<file path="src/rtl/alc_pkg.sv">
package alc_pkg;

    typedef enum logic [1:0] {
        ST_OFF   = 2'd0,
        ST_WATCH = 2'd1,
        ST_HOLD  = 2'd2,
        ST_REC   = 2'd3
    } alc_state_t;

    typedef enum logic [1:0] {
        RM_NONE     = 2'b00,
        RM_NORMAL   = 2'b01,
        RM_LIMITED  = 2'b10,
        RM_NONE_ALT = 2'b11
    } rec_mode_t;

endpackage

</file>
<file path="src/rtl/alc_peak_cmp.sv">
module alc_peak_cmp #(
    parameter int DW = 24
) (
    input  logic [DW-1:0] smp,
    input  logic [DW-1:0] atk_thr,
    input  logic [DW-1:0] rec_thr,
    output logic          over_atk,
    output logic          over_rec
);

    logic [DW-1:0] level;

    always_comb begin
        if (smp[DW-1]) begin
            level = ~smp + {{(DW-1){1'b0}}, 1'b1};
        end else begin
            level = smp;
        end
        over_atk = level > atk_thr;
        over_rec = level > rec_thr;
    end

endmodule

</file>
<file path="src/rtl/alc_smp_timer.sv">
module alc_smp_timer #(
    parameter int TCW = 3,
    localparam int CNTW = 1 << TCW
) (
    input  logic           clk,
    input  logic           rst_n,
    input  logic           load,
    input  logic [TCW-1:0] code,
    input  logic           tick,
    output logic           last
);

    logic [CNTW-1:0] cnt;

    always_ff @(posedge clk or negedge rst_n) begin
        if (!rst_n) begin
            cnt <= '0;
        end else if (load) begin
            cnt <= CNTW'(1) << code;
        end else if (tick && cnt != '0) begin
            cnt <= cnt - CNTW'(1);
        end
    end

    assign last = (cnt == CNTW'(1));

endmodule

</file>
<file path="src/rtl/alc_fsm.sv">
module alc_fsm
    import alc_pkg::*;
#(
    parameter int GW  = 6,
    parameter int TCW = 3,
    parameter int LCW = 4
) (
    input  logic           clk,
    input  logic           rst_n,
    input  logic           en,
    input  logic           clr,
    input  logic           smp_vld,
    input  logic           atk_hit,
    input  logic           rec_hit,
    input  rec_mode_t      mode,
    input  logic [TCW-1:0] atk_code,
    input  logic [TCW-1:0] rec_code,
    input  logic [LCW-1:0] lim_max,
    input  logic [GW-1:0]  off_max,
    input  logic           tmr_last,
    output logic           tmr_load,
    output logic [TCW-1:0] tmr_code,
    output logic [GW-1:0]  offset,
    output logic           locked,
    output logic           attacking,
    output logic           recovering
);

    alc_state_t     state, nxt_state;
    logic [LCW-1:0] lim_cnt;
    logic           dirty;
    logic           off_inc, off_dec, lim_clr, lim_inc, lock_set;
    logic           dirty_clr, dirty_set, dirty_now, rec_on;

    assign rec_on = (mode == RM_NORMAL) || (mode == RM_LIMITED);

    // state register
    always_ff @(posedge clk or negedge rst_n) begin
        if (!rst_n) begin
            state <= ST_OFF;
        end else begin
            state <= nxt_state;
        end
    end

    // next state and step decisions
    always_comb begin
        nxt_state = state;
        off_inc   = 1'b0;
        off_dec   = 1'b0;
        lim_clr   = 1'b0;
        lim_inc   = 1'b0;
        lock_set  = 1'b0;
        dirty_clr = 1'b0;
        dirty_set = 1'b0;
        tmr_load  = 1'b0;
        tmr_code  = atk_code;
        dirty_now = dirty | rec_hit;
        if (!en) begin
            nxt_state = ST_OFF;
        end else if (clr) begin
            nxt_state = ST_WATCH;
        end else begin
            unique case (state)
                ST_OFF: nxt_state = ST_WATCH;
                ST_WATCH, ST_REC: begin
                    if (smp_vld) begin
                        if (atk_hit) begin
                            off_inc   = (offset < off_max);
                            lim_clr   = 1'b1;
                            tmr_load  = 1'b1;
                            tmr_code  = atk_code;
                            nxt_state = ST_HOLD;
                        end else if (state == ST_REC) begin
                            if (tmr_last) begin
                                tmr_load  = 1'b1;
                                tmr_code  = rec_code;
                                dirty_clr = 1'b1;
                                if (!dirty_now) begin
                                    off_dec = 1'b1;
                                    if (offset == GW'(1)) nxt_state = ST_WATCH;
                                end else if (mode == RM_LIMITED) begin
                                    lim_inc = 1'b1;
                                    if (({1'b0, lim_cnt} + 1'b1) >= {1'b0, lim_max}) begin
                                        lock_set  = 1'b1;
                                        nxt_state = ST_WATCH;
                                    end
                                end
                            end else begin
                                dirty_set = rec_hit;
                            end
                        end
                    end
                end
                ST_HOLD: begin
                    if (smp_vld && tmr_last) begin
                        if (rec_on && offset != '0 && !locked) begin
                            nxt_state = ST_REC;
                            tmr_load  = 1'b1;
                            tmr_code  = rec_code;
                            dirty_clr = 1'b1;
                        end else begin
                            nxt_state = ST_WATCH;
                        end
                    end
                end
            endcase
        end
    end

    // offset, interval and limit bookkeeping
    always_ff @(posedge clk or negedge rst_n) begin
        if (!rst_n) begin
            offset  <= '0;
            lim_cnt <= '0;
            locked  <= 1'b0;
            dirty   <= 1'b0;
        end else if (!en || clr) begin
            offset  <= '0;
            lim_cnt <= '0;
            locked  <= 1'b0;
            dirty   <= 1'b0;
        end else begin
            if (off_inc) begin
                offset <= offset + GW'(1);
            end else if (off_dec) begin
                offset <= offset - GW'(1);
            end
            if (lim_clr) begin
                lim_cnt <= '0;
                locked  <= 1'b0;
            end else begin
                if (lim_inc)  lim_cnt <= lim_cnt + LCW'(1);
                if (lock_set) locked  <= 1'b1;
            end
            if (dirty_clr) begin
                dirty <= 1'b0;
            end else if (dirty_set) begin
                dirty <= 1'b1;
            end
        end
    end

    // outputs
    always_comb begin
        attacking  = (state == ST_HOLD);
        recovering = (state == ST_REC);
    end

    a_r3_step_of_one: assert property (@(posedge clk) disable iff (!rst_n)
        ($past(en) && !$past(clr)) |->
        (offset == $past(offset) || offset == $past(offset) + GW'(1) || offset + GW'(1) == $past(offset)));

    a_r3_hold_after_step: assert property (@(posedge clk) disable iff (!rst_n)
        ($past(en) && !$past(clr) && offset == $past(offset) + GW'(1)) |-> (state == ST_HOLD));

    a_r7_drop_only_in_rec: assert property (@(posedge clk) disable iff (!rst_n)
        ($past(en) && !$past(clr) && offset < $past(offset)) |-> ($past(state) == ST_REC));

    a_r8_lock_stops_rec: assert property (@(posedge clk) disable iff (!rst_n)
        locked |-> (state != ST_REC));

    a_r6_no_rec_mode: assert property (@(posedge clk) disable iff (!rst_n)
        (mode == RM_NONE || mode == RM_NONE_ALT) |-> (state != ST_REC));

    a_r10_clear_zero: assert property (@(posedge clk) disable iff (!rst_n)
        (clr || !en) |=> (offset == '0 && !locked));

endmodule

</file>
<file path="src/rtl/alc_rec_level.sv">
module alc_rec_level
    import alc_pkg::*;
#(
    parameter int DW   = 24,
    parameter int GMAX = 48,
    parameter int TCW  = 3,
    parameter int LCW  = 4,
    localparam int GW  = $clog2(GMAX + 1),
    localparam int NCH = 2
) (
    input  logic           clk,
    input  logic           rst_n,
    input  logic           smp_vld,
    input  logic [DW-1:0]  smp_l,
    input  logic [DW-1:0]  smp_r,
    input  logic [DW-1:0]  atk_thr,
    input  logic [DW-1:0]  rec_thr,
    input  logic [GW-1:0]  init_gain_l,
    input  logic [GW-1:0]  init_gain_r,
    input  logic [TCW-1:0] atk_time,
    input  logic [TCW-1:0] rec_time,
    input  logic [1:0]     rec_mode,
    input  logic           both_ch,
    input  logic [LCW-1:0] lim_max,
    input  logic           alc_en,
    input  logic           clr_wr,
    output logic [GW-1:0]  gain_l,
    output logic [GW-1:0]  gain_r,
    output logic           attacking,
    output logic           recovering,
    output logic           locked,
    output logic [GW-1:0]  offset
);

    localparam logic [GW-1:0] GCAP = GW'(GMAX);

    // shadow copy of the settings, frozen while enabled
    logic [GW-1:0]  sh_gl, sh_gr;
    logic [DW-1:0]  sh_atk, sh_rec;
    logic [TCW-1:0] sh_atk_t, sh_rec_t;
    rec_mode_t      sh_mode;
    logic           sh_both;
    logic [LCW-1:0] sh_lim;

    always_ff @(posedge clk or negedge rst_n) begin
        if (!rst_n) begin
            sh_gl    <= '0;
            sh_gr    <= '0;
            sh_atk   <= '0;
            sh_rec   <= '0;
            sh_atk_t <= '0;
            sh_rec_t <= '0;
            sh_mode  <= RM_NONE;
            sh_both  <= 1'b0;
            sh_lim   <= '0;
        end else if (!alc_en) begin
            sh_gl    <= (init_gain_l > GCAP) ? GCAP : init_gain_l;
            sh_gr    <= (init_gain_r > GCAP) ? GCAP : init_gain_r;
            sh_atk   <= atk_thr;
            sh_rec   <= rec_thr;
            sh_atk_t <= atk_time;
            sh_rec_t <= rec_time;
            sh_mode  <= rec_mode_t'(rec_mode);
            sh_both  <= both_ch;
            sh_lim   <= lim_max;
        end
    end

    // per-channel level detection
    logic [NCH-1:0][DW-1:0] smp_arr;
    logic [NCH-1:0]         over_atk, over_rec;

    assign smp_arr = {smp_r, smp_l};

    for (genvar c = 0; c < NCH; c++) begin : g_ch
        alc_peak_cmp #(.DW(DW)) u_cmp (
            .smp      (smp_arr[c]),
            .atk_thr  (sh_atk),
            .rec_thr  (sh_rec),
            .over_atk (over_atk[c]),
            .over_rec (over_rec[c])
        );
    end

    logic atk_hit, rec_hit;
    assign atk_hit = sh_both ? (&over_atk) : (|over_atk);
    assign rec_hit = |over_rec;

    // shared sample timer for attack wait and recovery interval
    logic           tmr_load, tmr_last;
    logic [TCW-1:0] tmr_code;

    alc_smp_timer #(.TCW(TCW)) u_tmr (
        .clk   (clk),
        .rst_n (rst_n),
        .load  (tmr_load),
        .code  (tmr_code),
        .tick  (smp_vld),
        .last  (tmr_last)
    );

    logic [GW-1:0] off_max;
    assign off_max = (sh_gl < sh_gr) ? sh_gl : sh_gr;

    alc_fsm #(.GW(GW), .TCW(TCW), .LCW(LCW)) u_fsm (
        .clk        (clk),
        .rst_n      (rst_n),
        .en         (alc_en),
        .clr        (clr_wr),
        .smp_vld    (smp_vld),
        .atk_hit    (atk_hit),
        .rec_hit    (rec_hit),
        .mode       (sh_mode),
        .atk_code   (sh_atk_t),
        .rec_code   (sh_rec_t),
        .lim_max    (sh_lim),
        .off_max    (off_max),
        .tmr_last   (tmr_last),
        .tmr_load   (tmr_load),
        .tmr_code   (tmr_code),
        .offset     (offset),
        .locked     (locked),
        .attacking  (attacking),
        .recovering (recovering)
    );

    assign gain_l = sh_gl - offset;
    assign gain_r = sh_gr - offset;

    a_r5_offset_bound: assert property (@(posedge clk) disable iff (!rst_n)
        offset <= off_max);

    a_r11_gain_cap: assert property (@(posedge clk) disable iff (!rst_n)
        (gain_l <= sh_gl) && (gain_r <= sh_gr));

endmodule

</file>
<file path="config.mk">
export PLATFORM = sky130hd
export DESIGN_NAME = alc_rec_level
export DESIGN_NICKNAME = d
export VERILOG_FILES = /design/src/rtl/alc_pkg.sv /design/src/rtl/alc_peak_cmp.sv /design/src/rtl/alc_smp_timer.sv /design/src/rtl/alc_fsm.sv /design/src/rtl/alc_rec_level.sv
export SDC_FILE = /design/constraint.sdc
export NUM_CORES = 1
export LEC_CHECK = 0
export ABC_AREA = 1
export BUFFER_PORTS_ARGS = -buffer_cell sky130_fd_sc_hd__buf_4
export CORE_UTILIZATION = 35
export CTS_CLUSTER_DIAMETER = 120
export DETAILED_ROUTE_END_ITERATION = 10
export GPL_ROUTABILITY_DRIVEN = 1
export MAX_ROUTING_LAYER = met4
export PLACE_DENSITY_LB_ADDON = 0.25
export SETUP_SLACK_MARGIN = 0.3
export SLEW_MARGIN = 20
export SYNTH_ARGS = -nofsm -noshare
export SYNTH_HDL_FRONTEND = slang
export SYNTH_SLANG_ARGS = --single-unit
</file>
<file path="constraint.sdc">
create_clock -name clk -period 3.1 [get_ports clk]
set_clock_uncertainty 0.05 [all_clocks]
set_input_delay 0.62 -clock clk [delete_from_list [all_inputs] [get_ports clk]]
set_output_delay 0.62 -clock clk [all_outputs]
set_load 0.005 [all_outputs]
</file>
== Word level (Yosys, flattened, before mapping) ==
Cells that the tools add are included.

* Bits in registers: 95

* Eq/ne operators: 14
* Bitwise gates (word level): 3
* Muxes and demuxes: 100
* Reduce and logical (&&, ||, !) cells: 21
* $lt $le $gt $ge: 9
* Shift operators: 1
* Add/subtract/negate cells: 9

{| class="wikitable"
|+ Operator list
! operator !! number
|-
| 24-bit greater-than comparator || 4
|-
| 1-bit two-way mux || 63
|-
| 24-bit by 1-bit adder with 24-bit output (second input constant) || 2
|-
| 24-bit two-way mux || 2
|-
| 24-bit inverter || 2
|-
| 6-bit two-way mux || 6
|-
| 2-bit two-way mux || 12
|-
| 3-bit two-way mux || 8
|-
| 8-bit two-way mux || 2
|-
| 6-bit greater-than comparator (second input constant) || 2
|-
| 6-bit < comparator || 2
|-
| 4-bit two-way mux || 3
|-
| 6-bit inequality test (second input constant) || 2
|-
| 3-bit nonzero test || 4
|-
| 6-bit subtractor || 2
|-
| 8-bit by 1-bit == test with 1-bit output (second input constant) || 1
|-
| 8-bit nonzero test || 1
|-
| 1-bit by 3-bit << shifter with 8-bit output (first input constant) || 1
|-
| 8-bit by 1-bit subtractor with 8-bit output (second input constant) || 1
|-
| 7-bit AND reduction || 1
|-
| 6-bit by 1-bit adder with 6-bit output (second input constant) || 1
|-
| 2-bit == test (second input constant) || 3
|-
| 6-bit by 1-bit == test with 1-bit output (second input constant) || 1
|-
| 6-bit by 4-bit inequality test with 1-bit output (second input constant) || 1
|-
| other kinds (21) || 30
|}

== Longest topological paths before layout ==
Gate-level depths: netlist (run 1).

* Word-level depth: 17
* Mapped depth: 34
* Gate-level depth less buffers: 34

== Hierarchy ==
From an unflattened synthesis (run 1), not the netlist that was laid out.

* Cell total of the unflattened synthesis: 1403
* Area total of the unflattened synthesis: 9469.1 µm²

{| class="wikitable"
|+ Modules (own cells, without submodules)
! module !! instances !! cells each !! area an instance (µm²)
|-
| alc_rec_level || 1 || 419 || 3433.3
|-
| alc_peak_cmp at g_ch[1].u_cmp || 1 || 334 || 1980.6
|-
| alc_peak_cmp at g_ch[0].u_cmp || 1 || 334 || 1951.9
|-
| alc_fsm || 1 || 216 || 1422.6
|-
| alc_smp_timer || 1 || 100 || 680.7
|}

== Worst setup path after synthesis (run 1) ==
OpenSTA, ideal clock, no wires.

* Path kind: input -> register
* Start point: input port smp_r[0]
* End point: register u_fsm.offset[5]
* Slack: -1132 ps
* Library setup time: 120 ps
* Data arrival time: 4062 ps
* Data required time: 2930 ps
* Cell stages on the path: 33
* Path through: inv_1 -> ha_1 -> inv_1 -> nor3_1 -> inv_1 -> nor3_1 -> inv_1 -> nor2_1 -> inv_1 -> nor2_1 -> a21oi_1 -> a21oi_1 -> nand2_1 -> o21ai_0 -> xnor2_1 -> ha_1 -> nand2_1 -> nor2_1 -> nor3b_2 -> nand2_1 -> nor2_1 -> nor2_1 -> nor2_1 -> nand2_2 -> nand2_4 -> inv_4 -> nor3_4 -> nand3_4 -> clkinv_2 -> nor2_2 -> buf_6 -> nand2_1 -> o21ai_2

* Word-level cells in the longest chain between the ends: 15
* Elaborated cells on any way between the ends: 26
* Those cells by class: 1 x add/sub; 2 x order compare; 17 x mux; 2 x bitwise; 4 x reduce/logical

{| class="wikitable"
|+ RTL lines
! item !! RTL line !! RTL
|-
| from (decl) || alc_rec_level.sv:15 || <nowiki>input logic [DW-1:0] smp_r,</nowiki>
|-
| 24-bit inverter || alc_peak_cmp.sv:15 || <nowiki>level = ~smp + {{(DW-1){1'b0}}, 1'b1};</nowiki>
|-
| 24-bit by 1-bit adder with 24-bit output || alc_peak_cmp.sv:15 ||
|-
| 24-bit two-way mux (*) || alc_peak_cmp.sv:14 || <nowiki>if (smp[DW-1]) begin</nowiki>
|-
| 24-bit greater-than comparator || alc_peak_cmp.sv:20 || <nowiki>over_rec = level > rec_thr;</nowiki>
|-
| 2-bit OR reduction || alc_rec_level.sv:87 || <nowiki>assign rec_hit = |over_rec;</nowiki>
|-
| 1-bit OR || alc_fsm.sv:58 || <nowiki>dirty_now = dirty | rec_hit;</nowiki>
|-
| 1-bit two-way mux || alc_fsm.sv:79 || <nowiki>if (!dirty_now) begin</nowiki>
|-
| 1-bit two-way mux || alc_fsm.sv:75 || <nowiki>if (tmr_last) begin</nowiki>
|-
| 1-bit two-way mux || alc_fsm.sv:74 || <nowiki>end else if (state == ST_REC) begin</nowiki>
|-
| 1-bit two-way mux || alc_fsm.sv:68 || <nowiki>if (atk_hit) begin</nowiki>
|-
| 1-bit two-way mux || alc_fsm.sv:67 || <nowiki>if (smp_vld) begin</nowiki>
|-
| 1-bit two-way mux || alc_fsm.sv:64 || <nowiki>unique case (state)</nowiki>
|-
| 1-bit two-way mux || alc_fsm.sv:61 || <nowiki>end else if (clr) begin</nowiki>
|-
| 1-bit two-way mux || alc_fsm.sv:59 || <nowiki>if (!en) begin</nowiki>
|-
| 3-bit nonzero test (no line) || n/a ||
|-
| to (signal assigned) || alc_fsm.sv:125 || <nowiki>offset <= offset + GW'(1);</nowiki>
|-
| to (signal assigned) || alc_fsm.sv:127 || <nowiki>offset <= offset - GW'(1);</nowiki>
|-
| to (decl) || alc_fsm.sv:23 || <nowiki>output logic [GW-1:0] offset,</nowiki>
|}

Mark *: on every way between the ends. The rest lies on a longest branch, timed or not.
A chain may end at the register's enable or synchronous reset.

== Worst setup path in the final report (run 1) ==
* Start point: input port smp_l[1]
* End point: register u_fsm.lim_cnt[0]

* Word-level cells in the longest chain between the ends: 15
* Elaborated cells on any way between the ends: 26
* Those cells by class: 1 x add/sub; 2 x order compare; 17 x mux; 2 x bitwise; 4 x reduce/logical

{| class="wikitable"
|+ RTL lines
! item !! RTL line !! RTL
|-
| from (decl) || alc_rec_level.sv:14 || <nowiki>input logic [DW-1:0] smp_l,</nowiki>
|-
| 24-bit inverter || alc_peak_cmp.sv:15 ||
|-
| 24-bit by 1-bit adder with 24-bit output || alc_peak_cmp.sv:15 ||
|-
| 24-bit two-way mux (*) || alc_peak_cmp.sv:14 ||
|-
| 24-bit greater-than comparator || alc_peak_cmp.sv:20 ||
|-
| 2-bit OR reduction || alc_rec_level.sv:87 ||
|-
| 1-bit OR || alc_fsm.sv:58 ||
|-
| 1-bit two-way mux || alc_fsm.sv:79 ||
|-
| 1-bit two-way mux || alc_fsm.sv:75 ||
|-
| 1-bit two-way mux || alc_fsm.sv:74 ||
|-
| 1-bit two-way mux || alc_fsm.sv:68 ||
|-
| 1-bit two-way mux || alc_fsm.sv:67 ||
|-
| 1-bit two-way mux || alc_fsm.sv:64 ||
|-
| 1-bit two-way mux || alc_fsm.sv:61 ||
|-
| 1-bit two-way mux || alc_fsm.sv:59 ||
|-
| 3-bit nonzero test (no line) || n/a ||
|-
| to (signal assigned) || alc_fsm.sv:133 || <nowiki>if (lim_inc) lim_cnt <= lim_cnt + LCW'(1);</nowiki>
|-
| to (decl) || alc_fsm.sv:30 || <nowiki>logic [LCW-1:0] lim_cnt;</nowiki>
|}

Marks and branches as above.

==> flow_metrics.py, run 1 <==
metrics = {
    "clock_tree": {
        "cts_tree": "built",
        "h-tree-depth": 3,
        "max-clock-path-buffers": 2,
        "cts_buffers": 9,
        "clk_latency_ns": 0.36,
        "root_buffer": "clkbuf_16",
        "cts_sinks": 95,
        "clkTransAtPathRegs_ns": 0.08,
    },
    "route": {
        "via_per_inst": 4.81,
        "dr.pass1.iters": 5,
        "drt_iter0_markers": 435,
        "drcViolationCount": 0,
        "vias": 8545,
        "wl_per_cell_um": 14.3,
        "antenna_left": 0,
        "postRouteWirelength_um": 25400,
    },
    "critical_path": {
        "critPathArrivalTime_ns": 4.39,
        "path_class": "in2reg",
        "critPathRequiredTime_ns": 3.34,
        "end_kind": "flop",
        "critPathLaunchType": "input port",
        "critical_path.max_fanout": 5,
    },
    "placed_design": {
        "portBuffers": 146,
        "dp_slack_ns": -1.56,
        "dpl.hpwl_um": 20400,
        "gp_congestion": 0.877,
    },
    "synth": {
        "netlist.area_leader.share_pct": 27.8,
        "ys.flop_type": "dfrtp_1",
        "synth.net_count": 1430,
        "syn_avg_cell_area_um2": 7.30,
        "yosysTopAreaCell": "dfrtp_1",
        "synth_seq_cells": 95,
        "ys_seq_area_share_pct": 27.8,
        "yosysWarnings": 0,
        "synth_area_um2": 8550,
        "synth.distinct_cells": 49,
        "synth_edf_count": 0,
        "synthTopCellsByArea": "dfrtp_1 28%, ha_1 19%, nand2_1 12%",
        "synth-async-reset-ratio_pct": 100,
        "synth_cells": 1172,
    },
    "power": {
        "leakage_nw": 6.21,
        "powerDensity_nw_per_um2": 378,
        "vdd_drop_max_v": 0.000220,
    },
    "layout": {
        "fin_util_pct": 51.0,
        "n_antenna_cell": 0,
        "mostFrequentLayoutCell": "buf_4",
        "final_cell_mix": "279 x buf_4, 242 x nand2_1, 141 x inv_1",
        "layout.nets": 1711,
        "syn_to_final_growth_pct": 41.5,
        "layout-drive-gt1-share_pct": 31.0,
    },
    "hold_path": {
        "hold_path.class": "in2async",
    },
    "status": {
        "violations": "negative setup slack",
        "outcome": "complete, but fails checks",
    },
    "sta": {
        "period_share_pct": 134,
        "drv_slew": 0,
        "rsz0062_at_grt": "yes",
        "achievable-frequency_mhz": 241,
        "tightest_slew_ns": 0.824,
        "relSlewSlack_pct": 45.1,
        "final-hold-violation-count": 0,
        "setup_slack_ns": -1.05,
        "period_needed_ns": 4.15,
        "setup_viol": 22,
        "tns_ns": -21.90,
    },
    "floorplanning": {
        "initial_core_util_pct": 36.0,
        "ios": 147,
        "core_um2": 23800,
        "die_y_um": 158,
        "die_area_um2": 25100,
        "die_x_um": 158,
        "placementRows": 56,
    },
    "grt": {
        "grt_max_degree": 137,
        "grt_antenna_before_repair": 0,
        "overflow": 0,
        "grt_pass1_vias": 8202,
        "grt_usage_pct": 21.2,
        "grt_pass1_wl_um": 40000,
    },
    "flow_run": {
        "max_cap_viol_count": 0,
    },
}
report_power, final:
group / internal [mW] / switching [mW] / leakage, nW / total, mW
sequential: 1.37 / 0.107 / 1.16 / 1.48
combinational: 0.934 / 1.08 / 4.92 / 2.01
clock: 0.540 / 0.544 / 0.128 / 1.08
final cells by class:
cell class,count,area (um^2)
clock buffers,9,225
inverters,159,632
well taps,319,399
repair buffers,297,2340
fillers,2312,11600
flip-flops and latches,95,2380
multi-input cells,891,6100
clock inverters,5,35.0
routing by layer:
layer	up-vias	GRT usage [%]	wire (um)	share of wire [%]
met5	-	-	0	0
met4	0	5.49	344	1.4
met3	32	2.69	893	3.5
met2	202	34.8	12200	48
met1	3888	27.6	11900	47
li1	4423	-	-	-
path summary, 6_finish.rpt:
check,startpoint,endpoint,slack (ns),cells past startpoint
worst max-delay path,smp_l[1],u_fsm.lim_cnt[0]$_DFFE_PN0P_,-1.05,24
worst min-delay path,rst_n,sh_gr[4]$_DFFE_PN0N_,0.21,1
worst max register to register,sh_gr[1]$_DFFE_PN0N_,u_fsm.offset[2]$_DFFE_PN0P_,0.24,16
worst min register to register,sh_mode[1]$_DFFE_PN0N_,sh_mode[1]$_DFFE_PN0N_,0.44,2
max in group asynchronous,rst_n,sh_rec[8]$_DFFE_PN0N_,2.07,2
min in group clk,atk_thr[12],sh_atk[12]$_DFFE_PN0N_,0.41,3
cell usage after synthesis (3+ instances only):
| library cell | count |
|---|---|
| o211ai_1 | 6 |
| o21ai_0 | 108 |
| nor2_1 | 105 |
| a21oi_1 | 69 |
| o21a_1 | 4 |
| nand3_1 | 43 |
| o21ai_2 | 4 |
| nor3_1 | 17 |
| nand2_2 | 3 |
| ha_1 | 130 |
| o31ai_1 | 4 |
| inv_1 | 155 |
| dfrtp_1 | 95 |
| xor2_1 | 47 |
| nor4_1 | 9 |
| clkbuf_1 | 21 |
| a21o_1 | 5 |
| nand2_1 | 270 |
| nand4_1 | 18 |
| nor2_2 | 3 |
| nand3b_1 | 3 |
| xnor2_1 | 18 |
critical path: stages:
cell	delay [ns]
buf_8	0.10
nor3_4	0.24
nand2_2	0.11
nor3_2	0.18
nand2_1	0.12
nor2_2	0.17
nand2_2	0.10
nor2_4	0.13
nand2_2	0.08
o31ai_4	0.26
xor2_2	0.13
buf_4	0.16
ha_4	0.25
nand4_1	0.11
nor4_2	0.35
buf_4	0.21
nand3_4	0.08
a31oi_4	0.22
nor2_4	0.08
buf_4	0.14
nor3b_4	0.22
buf_6	0.15
nand2_2	0.05
o21ai_2	0.10
what timing repair did:
item                                    4_1_cts  5_1_grt
resized for setup                            69       82
endpoints found under the setup margin       22       26
hold buffers                                  0        0
buffers inserted                             14        9
pin swaps                                    31       48
kinds of logic after synthesis:
kind of cell / share of synthesized area (%)
AND/OR/NAND/NOR: 23.9
XOR/XNOR: 6.65
flip-flops: 27.8
adder cells (fa/ha/maj): 19.5
AO/OA/AOI/OAI: 13.7
buffers and inverters: 8.48
through the flow:
stage	power (mW)	cell area (um^2)	hold WS, ns	std cells
final	4.58	12100	0.212	1775
after global routing	4.93	12100	0.253	1775
after global placement	3.29	11100	0.423	1738
after CTS	4.49	11700	0.233	1766
after detailed placement	3.32	11100	0.427	1738
after floorplan	2.57	8710	0.274	1172
flip-flops by register name, summed over array words and instances, names as in the netlist, 3 cells and up:
register,flops
sh_gl,6
sh_rec_t,3
u_tmr.cnt,8
u_fsm.offset,6
sh_gr,6
sh_atk,24
sh_atk_t,3
sh_lim,4
sh_rec,24
u_fsm.lim_cnt,4
No activity file was read; power rests on OpenSTA's default activity.
==> run 2, diff against run 1 <==
CORE_UTILIZATION = 58   (was 35)
==> run 2 against run 1 <==
  * Wire length increased by 6.3%
  * Critical path depth up 9
  * Combinational power barely moved
  * The flow still finishes with violations (negative setup slack)
  * Setup slack worse by 0.19 ns
==> flow_metrics.py, run 2 (synthesis results as in run 1) <==
metrics = {
    "sta": {
        "setup_slack_ns": -1.24,
        "tightest_slew_ns": 0.738,
        "achievable-frequency_mhz": 230,
        "period_needed_ns": 4.34,
        "setup_viol": 22,
        "drv_slew": 0,
        "relSlewSlack_pct": 50.8,
        "final-hold-violation-count": 0,
        "rsz0062_at_grt": "yes",
        "hold_ws_ns": 0.259,
        "period_share_pct": 140,
    },
    "flow_run": {
        "max_cap_viol_count": 0,
    },
    "clock_tree": {
        "cts_sinks": 95,
        "clkTransAtPathRegs_ns": 0.07,
        "clk_latency_ns": 0.37,
        "cts_buffers": 9,
        "h-tree-depth": 3,
        "hold_buffers": 0,
        "max-clock-path-buffers": 2,
        "root_buffer": "clkbuf_16",
        "cts_tree": "built",
    },
    "floorplanning": {
        "die_x_um": 123,
        "initial_core_util_pct": 59.1,
        "die_y_um": 123,
        "ios": 147,
        "placementRows": 44,
        "die_area_um2": 15200,
        "core_um2": 14500,
    },
    "route": {
        "vias": 9449,
        "via_per_inst": 5.73,
        "drt_iter0_markers": 796,
        "drcViolationCount": 0,
        "wl_per_cell_um": 16.3,
        "postRouteWirelength_um": 27000,
        "antenna_left": 0,
        "dr.pass1.iters": 6,
    },
    "layout": {
        "mostFrequentLayoutCell": "buf_4",
        "fin_util_pct": 81.9,
        "final_cell_mix": "287 x buf_4, 249 x nand2_1, 141 x inv_1",
        "layout.nets": 1718,
        "syn_to_final_growth_pct": 38.5,
        "n_antenna_cell": 0,
        "fillers": 902,
        "layout-drive-gt1-share_pct": 30.4,
        "design_area_um2": 11900,
        "top_regs": "sh_atk x24, sh_rec x24, u_tmr.cnt x8",
    },
    "critical_path": {
        "ff2ff_path_depth": 16,
        "r2r_slack_ns": -0.02,
        "path_class": "in2reg",
        "critPathTopFamily": "simple AND/OR/NAND/NOR gates",
        "critPathLaunchType": "input port",
        "crit_path_max_incr_delay_ns": 0.28,
        "rr_startpoint": "sh_gr[1]$_DFFE_PN0N_",
        "critPathLaunch": "smp_r[0]",
        "slowest_stage": "nor3b_4",
        "crit_buf_inv": 8,
        "crit_top_cell": "nand2_1",
        "end_kind": "flop",
        "worst-path-stages": 33,
        "critical_path.max_fanout": 6,
        "critPathRequiredTime_ns": 3.36,
        "r2r_end": "u_fsm.offset[5]$_DFFE_PN0P_",
        "critPathArrivalTime_ns": 4.60,
        "crit_path_end": "u_fsm.offset[1]$_DFFE_PN0P_",
    },
    "hold_path": {
        "hold_path.class": "in2async",
    },
    "power": {
        "vdd_drop_max_v": 0.000274,
        "powerDensity_nw_per_um2": 396,
        "leakage_nw": 6.20,
    },
    "grt": {
        "grt_antenna_before_repair": 0,
        "grt_pass1_vias": 9054,
        "grt_pass1_wl_um": 41500,
        "grt_usage_pct": 36.3,
        "overflow": 0,
        "grt_max_degree": 78,
    },
    "placed_design": {
        "dpl_cell_area_um2": 10900,
        "gp_congestion": 0.939,
        "dpl.hpwl_um": 18900,
        "portBuffers": 146,
    },
    "status": {
        "violations": "negative setup slack",
        "outcome": "complete, but fails checks",
    },
}
## run 2: layer usage
layer	vias up	global-route usage, %	part of all wire, %
li1	4430	-	-
met5	-	-	0
met3	139	5.90	6.7
met4	0	17.3	4.9
met2	443	62.3	50
met1	4437	41.3	39
## run 2: worst reg2reg max path, delay by kind of cell, from the launching register on
kind / cells / cell delay [ns]
buf+inv: 4 / 0.46
compound gates: 4 / 0.48
flops: 1 / 0.39
fa+ha+maj: 2 / 0.57
simple gates: 6 / 1.04
## run 2: final cells by class
cell class / count / area, um^2 / share of cell area (%)
clock buffer: 11 / 243 / 2.05
tap: 184 / 230 / 1.94
timing repair buffer: 303 / 2360 / 19.9
inverter: 159 / 629 / 5.31
multi-input combinational: 892 / 5960 / 50.3
clock inverter: 5 / 57.6 / 0.486
sequential: 95 / 2380 / 20.1
## run 2: where the power goes
group / switching, mW / internal (mW)
logic: 1.13 / 0.911
registers: 0.111 / 1.37
clock network: 0.518 / 0.648
## run 2: worst min-delay path by stage
stage,start,end,slack [ns],cells past startpoint
after floorplan,rst_n,sh_atk[0]$_DFFE_PN0N_,0.27,0
after global placement,sh_lim[0]$_DFFE_PN0N_,sh_lim[0]$_DFFE_PN0N_,0.43,2
after detailed placement,sh_lim[0]$_DFFE_PN0N_,sh_lim[0]$_DFFE_PN0N_,0.43,2
after CTS,rst_n,sh_mode[1]$_DFFE_PN0N_,0.29,1
after global routing,rst_n,sh_gr[2]$_DFFE_PN0N_,0.32,1
final,rst_n,sh_gr[2]$_DFFE_PN0N_,0.26,1
## run 2: per-stage QoR
step | setup TNS, ns | std cells | setup WS (ns) | total power [mW]
after floorplan | -15.52 | 1172 | -0.815 | 2.57
after global placement | -30.60 | 1606 | -1.51 | 3.23
after detailed placement | -32.95 | 1606 | -1.64 | 3.30
after CTS | -20.30 | 1640 | -1.01 | 4.56
after global routing | -31.14 | 1649 | -1.56 | 4.99
final | -25.27 | 1649 | -1.24 | 4.69
## run 2: timing repair
| item | in CTS | in global routing |
|---|---|---|
| gates cloned | 1 | 0 |
| pin swaps | 24 | 14 |
| gates resized for setup | 83 | 40 |
| endpoints found under the setup margin | 22 | 25 |
| buffers inserted | 17 | 9 |
==> run 3, diff against run 2 <==
GPL_TIMING_DRIVEN = 0   (was unset)
TNS_END_PERCENT = 50   (was unset)
==> run 3 against run 2 <==
  * The flow still finishes with violations (negative setup slack)
  * Non-clock buffer count shrank 101
  * Final area fell by 7.3%
  * Die area unchanged
  * Via count fell by 7.7%
  * Global-route usage is 2.0 points lower
  * Hold slack better by 0.018 ns
  * Critical path depth decreased by 6
==> flow_metrics.py, run 3 (synthesis results as in run 1) <==
metrics = {
    "critical_path": {
        "r2r_slack_ns": 0.04,
        "critPathRequiredTime_ns": 3.30,
        "crit_path_end": "u_fsm.offset[5]$_DFFE_PN0P_",
        "critPathArrivalTime_ns": 4.61,
        "ff2ff_path_depth": 16,
        "r2r_end": "u_fsm.offset[5]$_DFFE_PN0P_",
        "rr_startpoint": "sh_gl[5]$_DFFE_PN0N_",
        "end_kind": "flop",
        "critPathLaunchType": "input port",
        "path_class": "in2reg",
        "critical_path.max_fanout": 5,
        "critPathLaunch": "smp_r[1]",
    },
    "status": {
        "violations": "negative setup slack",
        "outcome": "complete, but fails checks",
    },
    "sta": {
        "final-hold-violation-count": 0,
        "drv_slew": 0,
        "relSlewSlack_pct": 39.4,
        "achievable-frequency_mhz": 227,
        "hold_ws_ns": 0.277,
        "setup_slack_ns": -1.31,
        "period_needed_ns": 4.41,
        "rsz0062_at_grt": "yes",
        "tightest_slew_ns": 0.910,
        "period_share_pct": 142,
        "setup_viol": 22,
        "tns_ns": -27.20,
    },
    "clock_tree": {
        "max-clock-path-buffers": 2,
        "cts_tree": "built",
        "clkTransAtPathRegs_ns": 0.07,
        "hold_buffers": 0,
        "cts_sinks": 95,
        "h-tree-depth": 3,
        "clk_latency_ns": 0.36,
        "cts_buffers": 9,
        "root_buffer": "clkbuf_16",
    },
    "grt": {
        "grt_max_degree": 96,
        "grt_pass1_vias": 8271,
        "grt_pass1_wl_um": 38900,
        "grt_antenna_before_repair": 0,
        "grt_usage_pct": 34.4,
        "overflow": 0,
    },
    "power": {
        "powerDensity_nw_per_um2": 404,
        "vdd_drop_max_v": 0.000271,
        "leakage_nw": 5.61,
    },
    "floorplanning": {
        "ios": 147,
        "initial_core_util_pct": 59.1,
        "die_y_um": 123,
        "placementRows": 44,
        "die_area_um2": 15200,
        "die_x_um": 123,
        "core_um2": 14500,
    },
    "placed_design": {
        "dpl.hpwl_um": 18700,
        "gp_congestion": 0.935,
        "portBuffers": 145,
        "dp_slack_ns": -1.87,
    },
    "route": {
        "drcViolationCount": 0,
        "antenna_left": 0,
        "wl_per_cell_um": 16.2,
        "via_per_inst": 5.64,
        "drt_iter0_markers": 566,
        "postRouteWirelength_um": 25100,
        "vias": 8725,
        "dr.pass1.iters": 5,
    },
    "layout": {
        "n_antenna_cell": 0,
        "layout.nets": 1616,
        "final_cell_mix": "245 x nand2_1, 166 x buf_4, 148 x inv_1",
        "syn_to_final_growth_pct": 28.4,
        "top_regs": "sh_atk x24, sh_rec x24, u_tmr.cnt x8",
        "fin_util_pct": 75.9,
        "layout-drive-gt1-share_pct": 22.3,
        "mostFrequentLayoutCell": "nand2_1",
    },
    "flow_run": {
        "max_cap_viol_count": 0,
    },
    "hold_path": {
        "hold_path.class": "in2async",
    },
}
[run 3: cell type report]
type,count,area [um^2]
multi-input cells,891,5950
fillers,1099,3490
flip-flops and latches,95,2380
repair buffers,175,1380
inverters,159,628
clock buffers,10,239
well taps,184,230
plain buffers,27,144
clock inverters,5,35.0
[run 3: stage by stage]
stage	power [mW]	std cells	instance area [um^2]
6_report	4.43	1546	11000
5_1_grt	4.72	1546	11000
4_1_cts	4.31	1538	10700
3_5_place_dp	3.15	1501	9990
3_3_place_gp	3.08	1501	9980
2_1_floorplan	2.56	1172	8670
[run 3: critical path, stage by stage]
cell and delay, ns:
buf_8 0.10, nor3_4 0.20, nor3b_4 0.23, inv_2 0.07
nor3_4 0.14, and3_4 0.24, nand3_4 0.10, nor4_4 0.21
nand2_2 0.10, buf_6 0.13, nor4_4 0.31, ha_1 0.24
nand2_2 0.10, nor2_4 0.12, nor3b_4 0.26, nand2_1 0.10
nor2_2 0.12, nor2_2 0.04, nor2_2 0.13, nand2_2 0.14
nand2_4 0.12, inv_4 0.04, nor3_4 0.18, nand3_4 0.14
buf_6 0.14, o211ai_1 0.19, o21ai_2 0.07
[run 3: worst min-delay path by stage]
stage / endpoint / slack (ns) / cells past startpoint
after global placement: sh_mode[1]$_DFFE_PN0N_ / 0.42 / 2
after global routing: sh_gr[1]$_DFFE_PN0N_ / 0.37 / 1
after CTS: u_fsm.offset[2]$_DFFE_PN0P_ / 0.35 / 1
after detailed placement: sh_mode[1]$_DFFE_PN0N_ / 0.42 / 2
after floorplan: sh_atk[0]$_DFFE_PN0N_ / 0.27 / 0
final: sh_gr[1]$_DFFE_PN0N_ / 0.28 / 1
[run 3: what timing repair did]
item / in CTS / in global routing
buffers inserted: 21 / 7
pin swaps: 36 / 31
setup endpoints to repair: 28 / 28
resized for setup: 64 / 54
gates cloned: 1 / 1
[run 3: report_power, final]
part / internal, mW / total, mW / switching, mW
clock: 0.562 / 1.09 / 0.523
sequential: 1.37 / 1.49 / 0.111
combinational: 0.799 / 1.86 / 1.06
[run 3: layer usage]
| layer | GRT usage (%) | wire length [um] | vias up |
|---|---|---|---|
| li1 | - | - | 4227 |
| met1 | 40.7 | 10400 | 4081 |
| met2 | 58.9 | 12300 | 352 |
| met3 | 4.38 | 1530 | 65 |
| met4 | 14.2 | 790 | 0 |
| met5 | - | 0 | - |
